## src/rtl/adc_conv_clk_gen.sv

```systemverilog
module adc_conv_clk_gen #(
  parameter bit TWO_STAGE = 1'b1,
  parameter int SAMPLE_CLKS = 12
) (
  input  logic        clk,
  input  logic        rst,
  input  logic [31:0] ctrl_word,
  output logic        conv_en,
  output logic        sample_done
);
  localparam int PW = 15;
  localparam int SW = 16;
  localparam int CW = $clog2(SAMPLE_CLKS);
  localparam logic [CW-1:0] SMP_LAST = CW'(SAMPLE_CLKS - 1);

  logic [PW-1:0] pre_fld, pre_lat, pre_cnt;
  logic [SW-1:0] scl_fld, scl_lat, scl_cnt;
  logic [CW-1:0] smp_cnt;
  logic          half, pre_wrap;

  generate
    if (TWO_STAGE) begin : g_two
      assign pre_fld = ctrl_word[31:17];
      assign scl_fld = {6'd0, ctrl_word[9:0]};
    end else begin : g_one
      assign pre_fld = '0;
      assign scl_fld = ctrl_word[15:0];
    end
  endgenerate

  assign pre_wrap    = half && (pre_cnt == pre_lat);
  assign conv_en     = pre_wrap && (scl_cnt == scl_lat);
  assign sample_done = conv_en && (smp_cnt == SMP_LAST);

  always_ff @(posedge clk) begin
    if (rst) begin
      half    <= 1'b0;
      pre_cnt <= '0;
      scl_cnt <= '0;
      smp_cnt <= '0;
      pre_lat <= pre_fld;
      scl_lat <= scl_fld;
    end else begin
      half <= ~half;
      if (half)
        pre_cnt <= pre_wrap ? '0 : pre_cnt + 1'b1;
      if (pre_wrap)
        scl_cnt <= conv_en ? '0 : scl_cnt + 1'b1;
      if (conv_en) begin
        pre_lat <= pre_fld;
        scl_lat <= scl_fld;
        smp_cnt <= (smp_cnt == SMP_LAST) ? '0 : smp_cnt + 1'b1;
      end
    end
  end
endmodule

```

## config.mk

```make
export PLATFORM = sky130hd
export DESIGN_NAME = adc_conv_clk_gen
export DESIGN_NICKNAME = d
export VERILOG_FILES = /design/src/rtl/adc_conv_clk_gen.sv
export SDC_FILE = /design/constraint.sdc
export NUM_CORES = 1
export LEC_CHECK = 0
export ABC_AREA = 0
export CAP_MARGIN = 20
export CORE_MARGIN = 8
export CORE_UTILIZATION = 55
export DETAILED_ROUTE_END_ITERATION = 16
export PLACE_DENSITY = 0.82
export SKIP_CTS_REPAIR_TIMING = 1
export SYNTH_ARGS = -nofsm -noshare
export SYNTH_HDL_FRONTEND = slang
export SYNTH_SLANG_ARGS = --single-unit
```

## constraint.sdc

```tcl
create_clock -name clk -period 2.9 [get_ports clk]
set_input_delay 0.29 -clock clk [delete_from_list [all_inputs] [get_ports clk]]
set_output_delay 0.29 -clock clk [all_outputs]
set_load 0.01 [all_outputs]
```

## Word level (Yosys, flattened, before mapping)

Cells that the tools add are included.

| cells by class | value |
|---|---|
| add/sub/neg operators | 3 |
| equal/unequal tests | 3 |
| multiplexer cells | 7 |
| bitwise gates (word level) | 1 |
| reduce and logical (&&, ||, !) cells | 4 |

Operators by type and width:

| operator | number |
|---|---|
| $mux 15 | 3 |
| $mux 10 | 2 |
| $add 16x1->16 const B | 1 |
| $eq 16x10->1 | 1 |
| $mux 16 | 1 |
| $add 15x1->15 const B | 1 |
| $eq 15x15->1 | 1 |
| $add 4x1->4 const B | 1 |
| $eq 4x4->1 const B | 1 |
| $mux 4 | 1 |
| $logic_and 1x1->1 | 3 |
| $reduce_bool 2->1 | 1 |
| $not 1->1 | 1 |

| word-level totals | value |
|---|---|
| register bits after elaboration | 61 |
| input bits | 34 |
| output and inout port bits | 2 |
| logic and storage cells | 24 |

## Logic depth before layout (Yosys ltp)

Gate-level depths: netlist of run 1.

| depth | value |
|---|---|
| depth in word-level cells | 5 |
| gate-level depth with buffers | 7 |
| depth with buffers taken out | 5 |

## Least setup slack after synthesis of run 1

No wires, ideal clock.

| timing path | value |
|---|---|
| kind | reg2reg |
| from | reg pre_lat[13] |
| to | reg pre_lat[0] (enable) |
| library setup time | 374 ps |
| arrival time | 2,167 ps |
| required time | 2,526 ps |
| path slack | 359 ps |
| stages on the path, launching flop included | 7 |
| path buffers | 2 |
| clock period less this slack | 2,541 ps |
| cells stage by stage | edfxtp_1 > xnor2_1 > nand4_1 > or4_1 > buf_2 > o21ai_1 > buf_2 |

| between the ends | value |
|---|---|
| word-level cells in the longest chain between the ends | 4 |

Ends and longest elaborated chain:

| element | line | text |
|---|---|---|
| start, declared | 16 | `logic [PW-1:0] pre_fld, pre_lat, pre_cnt;` |
| start signal, assigned | 41 | `pre_lat <= pre_fld;` |
| start signal, assigned | 50 | `pre_lat <= pre_fld;` |
| $eq 15x15->1 | 31 | `assign pre_wrap = half && (pre_cnt == pre_lat);` |
| $logic_and 1x1->1 | 31 |  |
| $logic_and 1x1->1 | 32 | `assign conv_en = pre_wrap && (scl_cnt == scl_lat);` |
| $reduce_bool 2->1 (no source line) | n/a |  |

No other way between the ends.
A chain may end at the register's enable or synchronous reset.

## Final worst setup path of run 1

| timing path | value |
|---|---|
| from | reg pre_lat[1] |
| to | out sample_done |

| between the ends | value |
|---|---|
| word-level cells in the longest chain between the ends | 4 |

Ends and longest elaborated chain:

| element | line | text |
|---|---|---|
| $eq 15x15->1 | 31 |  |
| $logic_and 1x1->1 | 31 |  |
| $logic_and 1x1->1 | 32 |  |
| $logic_and 1x1->1 | 33 | `assign sample_done = conv_en && (smp_cnt == SMP_LAST);` |
| end, declared | 9 | `output logic sample_done` |

No other way between the ends.

==> flow_metrics.py, run 1 <==
metrics = {
    "layout": {
        "layout-drive-gt1-share": 0.114,
        "final_cell_mix": "34 x dfxtp_1, 28 x clkdlybuf4s50_1, 25 x edfxtp_1",
        "mostFrequentLayoutCell": "dfxtp_1",
        "fill_cells": 378,
        "insertedDiodeCount": 0,
        "layout.nets": 330,
        "utilization": 0.673,
        "syn_to_final_growth_pct": 20.6,
    },
    "routing": {
        "drtPass1Iterations": 4,
        "ant_nets": 0,
        "wl_um": 5390,
        "wl_per_cell_um": 14.7,
        "vias": 2082,
        "drcViolationCount": 0,
        "viasPerCell": 5.66,
        "drtIter0Drc": 207,
    },
    "clock_network": {
        "clk_latency_ns": 0.34,
        "clk_path_buf_depth": 2,
        "cts_made_buffers": 9,
        "cts_tree": "built",
        "root_buffer": "clkbuf_8",
        "clkTransAtPathRegs_ns": 0.06,
        "cts_num_sinks": 61,
        "htreeDepth": 3,
    },
    "floorplanning": {
        "core_um2": 4980,
        "start_util": 0.558,
        "die_h_um": 87.1,
        "pin_count": 36,
        "fp.dieArea_um2": 7580,
        "row_count": 26,
        "die_w_um": 87.1,
    },
    "logic_synthesis": {
        "synth.avg_cell_area_um2": 10.6,
        "syn-num-nets": 299,
        "ys.flop_type": "dfxtp_1",
        "ys_ff_latch": 61,
        "synth_seq_area_share": 0.529,
        "synth.top_cell.area_share": 0.270,
        "netlist_instances": 262,
        "synth_edf_count": 25,
        "yosysWarningCount": 0,
        "synthTopCellsByArea": "edfxtp_1 27%, dfxtp_1 26%, xnor2_1 7.2%",
        "synth_area_um2": 2780,
        "synthArstFlopShare": 0,
        "synth_top_cell_by_area": "edfxtp_1",
        "yosysUniqueCellTypes": 35,
    },
    "timing": {
        "slew_violations": 0,
        "period_share": 0.963,
        "fin_skew_ns": 0.00715,
        "worst_slack_ns": 0.107,
        "setup_viol": 0,
        "fin_crit_ns": 2.79,
        "tightest_slew_ns": 0.675,
        "rsz0062_at_grt": "no",
        "whs_ns": 0.499,
        "finalHoldViolCount": 0,
        "relSlewSlack": 0.547,
        "max_freq_mhz": 358,
    },
    "placement": {
        "io_buffer_count": 28,
        "pre_cts_slack_ns": 0.377,
        "place_congestion": 0.809,
        "post-dp-hpwl_um": 3720,
    },
    "critical_path": {
        "ff2ff_setup_slack_ns": 0.38,
        "path_class": "reg -> out",
        "rr_worst_depth": 5,
        "worst-path-max-fanout": 3,
        "r2r-end": "pre_lat[1]",
        "cpPeakStageDelay_ns": 0.57,
        "start_kind": "flop",
        "reg2reg_from": "pre_lat[13]",
        "worstPathArrival_ns": 2.50,
        "crit_required_ns": 2.61,
        "slowest_stage": "or4_4",
        "worstSetupEndpointType": "output port",
        "crit_chain": "xnor2_2, nand4_1, or4_4, nor2_2, and3_1, clkdlybuf4s50_1",
    },
    "status": {
        "outcome": "complete, no violations",
    },
    "power": {
        "powerDensity_nw_per_um2": 496,
        "swShare": 0.213,
        "clockPowerShare": 0.381,
        "vdd.ir_drop.worst_mv": 0.420,
        "p_seq_frac": 0.563,
        "p_int_uw": 1310,
        "p_switching_uw": 355,
        "p_leak_uw": 0.00109,
        "p_comb_frac": 0.056,
    },
    "min_path": {
        "min_path_type": "reg -> reg",
        "holdPathStages": 2,
        "min_from": "smp_cnt[1]",
        "whs_endpoint": "smp_cnt[1]",
    },
    "global_routing": {
        "grt_pass1_wl_um": 9300,
        "grt_pass1_vias": 2054,
        "grt_use_total": 0.159,
        "grt_max_degree": 41,
        "antenna_found_initial": 0,
        "grt-ovfl-total": 0,
    },
    "flow_run": {
        "drv_cap": 0,
    },
}
cell families after synthesis:
group	synth area share
compound gates	0.0900
buf+inv	0.0279
xor+xnor	0.131
fa+ha+maj	0.0135
flops	0.529
simple gates	0.208
layout make-up:
| type | instances | area (um^2) | share of cell area |
|---|---|---|---|
| Clock buffer | 14 | 153 | 0.0456 |
| Tap cell | 70 | 87.6 | 0.0261 |
| Timing Repair Buffer | 32 | 323 | 0.0963 |
| Multi-Input combinational cell | 186 | 1290 | 0.386 |
| Sequential cell | 61 | 1470 | 0.440 |
| Clock inverter | 2 | 10.0 | 0.00299 |
| Inverter | 3 | 11.3 | 0.00336 |
flip-flops by register name (all words and copies together), names as in the netlist:
name and count:
scl_lat 10, pre_cnt 15, scl_cnt 16, pre_lat 15, half 1, smp_cnt 4
metal layers:
| metal | global-route usage | up-vias | routed length, um |
|---|---|---|---|
| met5 | 0 | - | 0 |
| li1 | - | 1033 | - |
| met4 | 0.0751 | 0 | 94 |
| met1 | 0.204 | 986 | 2540 |
| met3 | 0.0491 | 9 | 289 |
| met2 | 0.235 | 54 | 2470 |
power by group through the flow:
stage / combinational, uW / clock, uW / sequential [uW]
finish: 93.0 / 634 / 935
global route: 102 / 698 / 936
CTS: 89.9 / 651 / 933
detailed placement: 89.8 / 0 / 951
global placement: 86.9 / 0 / 951
floorplan: 41.7 / 0 / 947
how the worst max path moves through the flow:
| stage | startpoint | endpoint | cells past startpoint |
|---|---|---|---|
| after floorplan | pre_lat[13] | pre_lat[0] | 6 |
| after global placement | pre_lat[1] | sample_done | 6 |
| after detailed placement | scl_cnt[10] | sample_done | 6 |
| after CTS | scl_cnt[10] | sample_done | 6 |
| after global routing | pre_lat[1] | sample_done | 6 |
| final | pre_lat[1] | sample_done | 6 |
synth_stat cells, types with 4 or more instances:
master	n
nand3_1	14
nand4_1	21
clkbuf_1	8
xor2_1	13
edfxtp_1	25
or3_1	5
dfxtp_1	36
o31ai_1	10
nand2_1	11
o21ai_0	6
or4_1	11
a21oi_1	21
nor2_1	20
xnor2_1	23
and3_1	4
stage by stage:
step | total power, uW | TNS (ns) | cells | cell area, um^2
floorplan | 989 | 0 | 262 | 2780
global placement | 1040 | 0 | 352 | 3130
detailed placement | 1040 | 0 | 352 | 3130
CTS | 1670 | -0.0230 | 368 | 3300
global route | 1740 | 0 | 368 | 3350
finish | 1660 | 0 | 368 | 3350
critical path: cells and delay by family (launching register included):
family        cells  cell delay [ns]
buf+inv           1             0.53
xor+xnor          1             0.20
simple gates      4             1.05
flops             1             0.41
Power figures use the tool's default switching activity.
==> run 2, diff against run 1 <==
--- a/config.mk
+++ b/config.mk
@@ -9,8 +9,9 @@
 export CAP_MARGIN = 20
 export CORE_MARGIN = 8
 export CORE_UTILIZATION = 55
+export CTS_CLUSTER_SIZE = 14
 export DETAILED_ROUTE_END_ITERATION = 16
-export PLACE_DENSITY = 0.82
+export PLACE_DENSITY = 0.79
 export SKIP_CTS_REPAIR_TIMING = 1
 export SYNTH_ARGS = -nofsm -noshare
 export SYNTH_HDL_FRONTEND = slang
==> run 2 against run 1 <==
  * Non-clock buffer count is 1 higher
  * Maximum frequency increased by 0.69%
  * Count of clock-buffer cells in the layout stayed put
  * Global-route usage about the same
  * Die area unchanged
  * Core utilization down 0.20 points
  * Sequential power about the same
  * Total power increased by 3.4%
==> flow_metrics.py, run 2 (synthesized netlist as in run 1, its figures left out) <==
metrics = {
    "min_path": {
        "min_path_type": "reg -> reg",
        "holdPathStages": 2,
        "whs_endpoint": "scl_cnt[15]",
        "min_from": "scl_cnt[15]",
    },
    "routing": {
        "ant_nets": 0,
        "wl_per_cell_um": 15.1,
        "drtIter0Drc": 125,
        "drtPass1Iterations": 5,
        "drcViolationCount": 0,
        "viasPerCell": 5.63,
        "vias": 2078,
        "wl_um": 5570,
    },
    "global_routing": {
        "grt-ovfl-total": 0,
        "grt_pass1_wl_um": 9200,
        "grt_use_total": 0.159,
        "grt_max_degree": 36,
        "antenna_found_initial": 0,
        "grt_pass1_vias": 1964,
    },
    "critical_path": {
        "worst-path-max-fanout": 3,
        "worstPathArrival_ns": 2.48,
        "rr_worst_depth": 5,
        "crit_required_ns": 2.61,
        "slowest_stage": "or4_4",
        "ff2ff_setup_slack_ns": 0.42,
        "path_class": "reg -> out",
        "reg2reg_from": "pre_lat[13]",
        "r2r-end": "pre_lat[10]",
        "worstSetupEndpointType": "output port",
        "cpPeakStageDelay_ns": 0.57,
        "start_kind": "flop",
        "crit_chain": "xnor2_1, nand4_1, or4_4, nor2_2, and3_1, clkdlybuf4s50_1",
    },
    "timing": {
        "relSlewSlack": 0.571,
        "finalSetupTns_ns": 0,
        "period_share": 0.956,
        "tightest_slew_ns": 0.643,
        "rsz0062_at_grt": "no",
        "worst_slack_ns": 0.127,
        "finalHoldViolCount": 0,
        "setup_viol": 0,
        "fin_skew_ns": 0.00732,
        "slew_violations": 0,
        "max_freq_mhz": 361,
        "fin_crit_ns": 2.77,
        "whs_ns": 0.496,
    },
    "flow_run": {
        "drv_cap": 0,
    },
    "clock_network": {
        "cts_num_sinks": 61,
        "cts_tree": "built",
        "clk_latency_ns": 0.33,
        "htreeDepth": 3,
        "cts_made_buffers": 9,
        "root_buffer": "clkbuf_8",
        "clkTransAtPathRegs_ns": 0.06,
        "clk_path_buf_depth": 2,
    },
    "floorplanning": {
        "core_um2": 4980,
        "die_h_um": 87.1,
        "row_count": 26,
        "pin_count": 36,
        "die_w_um": 87.1,
        "fp.dieArea_um2": 7580,
        "start_util": 0.558,
    },
    "power": {
        "p_seq_frac": 0.543,
        "p_switching_uw": 348,
        "vdd.ir_drop.worst_mv": 0.356,
        "p_leak_uw": 0.00108,
        "powerDensity_nw_per_um2": 514,
        "clockPowerShare": 0.402,
        "p_int_uw": 1370,
        "p_comb_frac": 0.054,
        "swShare": 0.202,
    },
    "status": {
        "outcome": "complete, no violations",
    },
    "placement": {
        "io_buffer_count": 28,
        "post-dp-hpwl_um": 3950,
        "place_congestion": 0.845,
        "placedCellCount": 353,
        "pre_cts_slack_ns": 0.324,
    },
    "layout": {
        "instances_no_fill": 369,
        "final_cell_mix": "36 x dfxtp_1, 28 x clkdlybuf4s50_1, 25 x edfxtp_1",
        "layout.nets": 331,
        "syn_to_final_growth_pct": 20.2,
        "insertedDiodeCount": 0,
        "largest_reg_flops": 16,
        "utilization": 0.671,
        "top_regs": "scl_cnt (16), pre_cnt (15), pre_lat (15)",
        "layout-drive-gt1-share": 0.0903,
        "mostFrequentLayoutCell": "dfxtp_1",
        "largest-register": "scl_cnt",
        "fill_cells": 383,
    },
}
==> run 2: cell types whose count changed in the layout (fill, tap and decap cells not counted), sizes merged <==
cell	before	now
clkinv	2	1
buf	4	5
bufinv	0	1
==> run 2: through the flow <==
stage               area, um^2  total power (uW)
finish                    3340              1720
global route              3340              1780
CTS                       3320              1730
detailed placement        3140              1040
global placement          3140              1040
floorplan                 2780               989
==> run 2: cell type report <==
cell class,count,area (um^2),area share
clock inverter,2,33.8,0.0101
sequential,61,1470,0.440
inverter,3,11.3,0.00337
multi-input combinational,186,1260,0.378
tap,70,87.6,0.0262
clock buffer,14,143,0.0427
timing repair buffer,33,330,0.0989
==> run 2: worst max-delay path: cells and delay by family, from the launching register on <==
family	cells	cell delay [ns]
xor+xnor	1	0.23
simple gates	4	1.02
buf+inv	1	0.53
flops	1	0.38
==> run 2: power by group through the flow <==
stage | combinational (uW) | sequential [uW] | clock [uW]
6_report | 93.2 | 934 | 692
2_1_floorplan | 41.7 | 947 | 0
3_5_place_dp | 91.7 | 952 | 0
4_1_cts | 92.3 | 933 | 708
3_3_place_gp | 88.1 | 951 | 0
5_1_grt | 102 | 935 | 747
==> run 2: layer usage <==
layer | track usage | part of all wire | up-vias
li1 | - | - | 1036
met1 | 0.194 | 0.46 | 978
met2 | 0.245 | 0.47 | 56
met3 | 0.0368 | 0.047 | 8
met4 | 0.103 | 0.017 | 0
met5 | 0 | 0 | -
==> run 2: how the worst max path moves through the flow <==
stage	startpoint	endpoint	slack, ns	cells after the start
final	pre_lat[5]	sample_done	0.13	6
after global routing	pre_cnt[5]	sample_done	0.008	6
after CTS	pre_lat[1]	sample_done	-0.04	6
after detailed placement	pre_cnt[1]	sample_done	0.32	6
after global placement	pre_lat[1]	sample_done	0.40	6
after floorplan	pre_lat[13]	pre_lat[0]	0.36	6
